**config.mk**
```make
export PLATFORM = sky130hd
export DESIGN_NAME = condSumAdder
export DESIGN_NICKNAME = d
export VERILOG_FILES = /design/src/rtl/condsum_pkg.sv /design/src/rtl/csaBitCell.sv /design/src/rtl/csaMergeStage.sv /design/src/rtl/condSumAdder.sv
export SDC_FILE = /design/constraint.sdc
export NUM_CORES = 1
export LEC_CHECK = 0
export ABC_CLOCK_PERIOD_IN_PS = 2200
export CAP_MARGIN = 20
export CORE_MARGIN = 4
export CORE_UTILIZATION = 60
export DETAILED_ROUTE_END_ITERATION = 7
export DONT_BUFFER_PORTS = 1
export PLACE_DENSITY = 0.79
export RECOVER_POWER = 100
export SETUP_SLACK_MARGIN = 0.15
export SYNTH_ARGS = -nofsm -noshare
export SYNTH_HDL_FRONTEND = slang
export SYNTH_HIERARCHICAL = 1
export SYNTH_SLANG_ARGS = --single-unit
```
**constraint.sdc**
```tcl
create_clock -name vclk -period 2.2
set_input_delay 0.22 -clock vclk [all_inputs]
set_output_delay 0.22 -clock vclk [all_outputs]
set_load 0.01 [all_outputs]
```
**src/rtl/condsum_pkg.sv**
```systemverilog
package condsum_pkg;

  // Number of merge levels needed to cover n bits.
  function automatic int csaLevels(input int n);
    return (n > 1) ? $clog2(n) : 0;
  endfunction

  // Number of groups of width gw needed to cover n bits.
  function automatic int csaGroups(input int n, input int gw);
    return (n + gw - 1) / gw;
  endfunction

endpackage

```
**src/rtl/csaBitCell.sv**
```systemverilog
module csaBitCell (
  input  logic xBit,
  input  logic yBit,
  output logic sumIfZero,
  output logic sumIfOne,
  output logic cyIfZero,
  output logic cyIfOne
);

  logic halfSum;

  assign halfSum   = xBit ^ yBit;
  assign sumIfZero = halfSum;
  assign sumIfOne  = ~halfSum;
  assign cyIfZero  = xBit & yBit;
  assign cyIfOne   = xBit | yBit;

endmodule

```
**src/rtl/csaMergeStage.sv**
```systemverilog
module csaMergeStage
  import condsum_pkg::*;
#(
  parameter int N  = 8,
  parameter int GW = 1
) (
  input  logic [N-1:0] sumIn0,
  input  logic [N-1:0] sumIn1,
  input  logic [N-1:0] cyIn0,
  input  logic [N-1:0] cyIn1,
  output logic [N-1:0] sumOut0,
  output logic [N-1:0] sumOut1,
  output logic [N-1:0] cyOut0,
  output logic [N-1:0] cyOut1
);

  localparam int OLD_GROUPS = csaGroups(N, GW);
  localparam int NEW_GROUPS = csaGroups(N, 2 * GW);

  // Sum bits: the upper half of a merged group is chosen by the lower half's carry.
  for (genvar b = 0; b < N; b++) begin : gBit
    localparam int OG = b / GW;
    if ((OG % 2) == 1) begin : gUpper
      assign sumOut0[b] = cyIn0[OG-1] ? sumIn1[b] : sumIn0[b];
      assign sumOut1[b] = cyIn1[OG-1] ? sumIn1[b] : sumIn0[b];
    end else begin : gLower
      assign sumOut0[b] = sumIn0[b];
      assign sumOut1[b] = sumIn1[b];
    end
  end

  // Group carries: merged, carried forward when unpaired, zero when unused.
  for (genvar g = 0; g < N; g++) begin : gGrp
    if (g < NEW_GROUPS) begin : gLive
      if ((2 * g + 1) < OLD_GROUPS) begin : gPair
        assign cyOut0[g] = cyIn0[2*g] ? cyIn1[2*g+1] : cyIn0[2*g+1];
        assign cyOut1[g] = cyIn1[2*g] ? cyIn1[2*g+1] : cyIn0[2*g+1];
      end else begin : gSolo
        assign cyOut0[g] = cyIn0[2*g];
        assign cyOut1[g] = cyIn1[2*g];
      end
    end else begin : gIdle
      assign cyOut0[g] = 1'b0;
      assign cyOut1[g] = 1'b0;
    end
  end

endmodule

```
**src/rtl/condSumAdder.sv**
```systemverilog
module condSumAdder
  import condsum_pkg::*;
#(
  parameter int N = 8
) (
  input  logic [N-1:0] x,
  input  logic [N-1:0] y,
  input  logic         cin,
  output logic [N-1:0] sum,
  output logic         cout
);

  localparam int LEVELS = csaLevels(N);

  // Candidate state after each level; index 0 is the per-bit stage.
  logic [LEVELS:0][N-1:0] lvlSum0;
  logic [LEVELS:0][N-1:0] lvlSum1;
  logic [LEVELS:0][N-1:0] lvlCy0;
  logic [LEVELS:0][N-1:0] lvlCy1;

  logic [N-1:0] cellSum0, cellSum1, cellCy0, cellCy1;

  for (genvar b = 0; b < N; b++) begin : gCell
    csaBitCell uCell (
      .xBit      (x[b]),
      .yBit      (y[b]),
      .sumIfZero (cellSum0[b]),
      .sumIfOne  (cellSum1[b]),
      .cyIfZero  (cellCy0[b]),
      .cyIfOne   (cellCy1[b])
    );
  end

  // Bit 0 knows its carry already: keep only the candidate cin selects.
  logic lsbSum, lsbCy;
  assign lsbSum = cin ? cellSum1[0] : cellSum0[0];
  assign lsbCy  = cin ? cellCy1[0]  : cellCy0[0];

  for (genvar b = 0; b < N; b++) begin : gSeed
    if (b == 0) begin : gLsb
      assign lvlSum0[0][b] = lsbSum;
      assign lvlSum1[0][b] = lsbSum;
      assign lvlCy0[0][b]  = lsbCy;
      assign lvlCy1[0][b]  = lsbCy;
    end else begin : gRest
      assign lvlSum0[0][b] = cellSum0[b];
      assign lvlSum1[0][b] = cellSum1[b];
      assign lvlCy0[0][b]  = cellCy0[b];
      assign lvlCy1[0][b]  = cellCy1[b];
    end
  end

  for (genvar l = 0; l < LEVELS; l++) begin : gLevel
    csaMergeStage #(.N(N), .GW(1 << l)) uMerge (
      .sumIn0  (lvlSum0[l]),
      .sumIn1  (lvlSum1[l]),
      .cyIn0   (lvlCy0[l]),
      .cyIn1   (lvlCy1[l]),
      .sumOut0 (lvlSum0[l+1]),
      .sumOut1 (lvlSum1[l+1]),
      .cyOut0  (lvlCy0[l+1]),
      .cyOut1  (lvlCy1[l+1])
    );
  end

  // One group remains; cin picks its set (both sets agree by construction of bit 0).
  assign sum  = cin ? lvlSum1[LEVELS] : lvlSum0[LEVELS];
  assign cout = cin ? lvlCy1[LEVELS][0] : lvlCy0[LEVELS][0];

endmodule

```
# Word level (Yosys, flattened, before mapping)
# Cells that the tools add are included.
dict set report classes {
  n_bitwise 32
  n_mux 30
}
# op count
set ops {}
lappend ops {{1-bit two-way mux} 30}
lappend ops {{1-bit bitwise AND} 8}
lappend ops {{1-bit NOT} 8}
lappend ops {{1-bit OR} 8}
lappend ops {{1-bit bitwise XOR} 8}
dict set report totals {
  ff_bits 0
  output_inout_bits 9
  wordCells 62
  input_bits 17
}

# Depth between registers and ports, before layout
dict set report depth {
  depth_word 5
  depth_mapped 8
  mapped_depth_nobuf 8
}

# By module
# Netlist, hierarchy kept.
# mod area_per_inst_um2 seq_area_each_um2 cells_per_inst instances
set by_module_without_submodules {}
lappend by_module_without_submodules {csaBitCell 40.0 0.0 6 8}
lappend by_module_without_submodules {{csaMergeStage (gLevel[0].uMerge)} 304.0 0.0 33 1}
lappend by_module_without_submodules {{csaMergeStage (gLevel[1].uMerge)} 289.0 0.0 33 1}
lappend by_module_without_submodules {{csaMergeStage (gLevel[2].uMerge)} 281.5 0.0 33 1}
lappend by_module_without_submodules {condSumAdder 172.7 0.0 12 1}

# Least setup slack after synthesis
# Ideal clock, no wire load.
dict set report synth_path {
  path_type {input port to output port}
  from {input cin}
  to {output sum[5]}
  required_ns 1.980
  t_arrival_ns 2.014
  setup_slack_ns -0.034
  n_path_buf 1
  cell_stages 6
  path_cell_list {buf_6 mux2_4 mux2_1 mux2_1 mux2_2 mux2_2}
}
# element line
set synth_lines {}
lappend synth_lines {{start, declared} condSumAdder.sv:8} ;# input logic cin,
lappend synth_lines {{end, declared} condSumAdder.sv:9} ;# output logic [N-1:0] sum,

==> flow_metrics.env <==
export IMPL_regArea_sq_um=0
export IMPL_finalCoreUtilization_pct=59.9
export IMPL_synth_fp_nets=155
export IMPL_finalCriticalPeriod_ns=2.13
export IMPL_floorplan_die_area_sq_um=2580
export IMPL_dr_pass1_iters=3
export IMPL_worstSetupPathType="in2out"
export IMPL_drc=0
export IMPL_dp_slack_ns=0.0223
export IMPL_vias=632
export IMPL_grt_pass1_vias=664
export IMPL_drt_iter0_markers=6
export IMPL_setup_slack_ns=0.0694
export IMPL_p_per_area_nw_per_um2=265
export IMPL_multi_input_area_sq_um=822
export IMPL_start_kind="primary input"
export IMPL_ios=26
export IMPL_gr_total_overflow=0
export IMPL_hold_viol=0
export IMPL_ir_worst_vdd_v=0.000110
export IMPL_hold_ws_ns=0.591
export IMPL_setup_viol=0
export IMPL_critPathCaptureType="primary output"
export IMPL_vias_per_cell=5.06
export IMPL_final_cells=125
export IMPL_total_power_mw=0.274
export IMPL_outcome="completed"
export IMPL_dieWidth_um=50.8
export IMPL_hp_start="cin"
export IMPL_seq_cells=0
export IMPL_drt_total_wl_um=1430
export IMPL_ys_warn_count=6
export IMPL_num_antenna_cells=0
export IMPL_finalSetupTns_ns=0
export IMPL_dp_cells=122
export IMPL_nClkBuffers=0
export IMPL_syn_cell_area_sq_um=1100
export IMPL_dieHeight_um=50.8
export IMPL_rows=15
export IMPL_syn2layout_area_growth_pct=-6.02
export IMPL_io_buffers=0
export IMPL_syn_instance_count=122
export IMPL_fmax_mhz=469
export IMPL_grtUsageTotal_pct=11.3
export IMPL_required_ns=1.98
export IMPL_layout_filler_cells=165
export IMPL_wl_per_cell_um=11.4
export IMPL_tightestPinTransition_ns=0.138
export IMPL_grt_max_degree=12
export IMPL_drive_gt1_share_pct=28.0
export IMPL_hold_end="sum[5]"
export IMPL_fin_nets=135
export IMPL_gp_congestion=0.704
export IMPL_design_area_sq_um=1030
export IMPL_post_dp_cell_area_sq_um=956
export IMPL_slew_violations=0
export IMPL_drv_cap=0
export IMPL_synth_avg_cell_area_sq_um=9.03
export IMPL_drtAntennaViolNets=0
export IMPL_worst_ep_arrival_time_ns=1.91
export IMPL_hpwl_um=1260
export IMPL_initial_core_util_pct=63.8
export IMPL_grt_pass1_wl_um=2390
export IMPL_timing_final_crit_share_pct=96.8
export IMPL_postCtsHoldBufs=0
export IMPL_hp_class="in2out"
export IMPL_grt_setup_unrepaired="true"
export IMPL_core_area_sq_um=1730
export IMPL_antenna_found_initial=0
export IMPL_hold_depth=1
export IMPL_cp_max_fo=5
export IMPL_power_leakage_nw=0.544
export IMPL_slew_limit_headroom_pct=90.8
placed cells by master, fill, tap and decap left out, drive strengths merged:
master	instances
clkinv	1
ha	16
buf	3
mux2	49
inv	31
critical path: stages:
cell       delay, ns
clkinv_16       0.02
ha_4            0.11
inv_1           0.03
mux2_4          0.28
mux2_4          0.32
mux2_4          0.34
mux2_4          0.31
mux2_4          0.28
layer usage:
| layer | track usage (%) | routed length [um] | up-vias |
|---|---|---|---|
| li1 | - | - | 324 |
| met1 | 8.42 | 466 | 291 |
| met2 | 28.5 | 876 | 15 |
| met3 | 0.875 | 69 | 2 |
| met4 | 1.35 | 14 | 0 |
| met5 | 0 | 0 | - |
worst max-delay path by stage:
stage,start,depth (start not counted),endpoint,slack [ns]
after global routing,x[0],8,sum[7],0.02
after floorplan,x[0],8,cout,0.1
after CTS,y[0],8,sum[7],0.07
after global placement,x[0],8,sum[5],0.05
final,x[0],8,sum[7],0.07
after detailed placement,x[0],8,sum[7],0.02
cell type report:
class / instances / area share [%]
multi-input combinational: 65 / 79.4
tap: 25 / 3.02
timing repair buffer: 3 / 2.18
inverter: 32 / 15.4
power breakdown:
| group | leakage (nW) | internal, mW | total [mW] | switching, mW |
|---|---|---|---|---|
| Sequential | 0 | 0 | 0 | 0 |
| Combinational | 0.544 | 0.159 | 0.274 | 0.115 |
| Clock | 0 | 0 | 0 | 0 |
| Total | 0.544 | 0.159 | 0.274 | 0.115 |
repair_timing:
item,CTS,global route
setup buffers,3,0
setup endpoints to repair,5,5
hold endpoints to repair,0,0
pin swaps,1,1
resized for setup,15,3
Power figures use the tool's default switching activity.
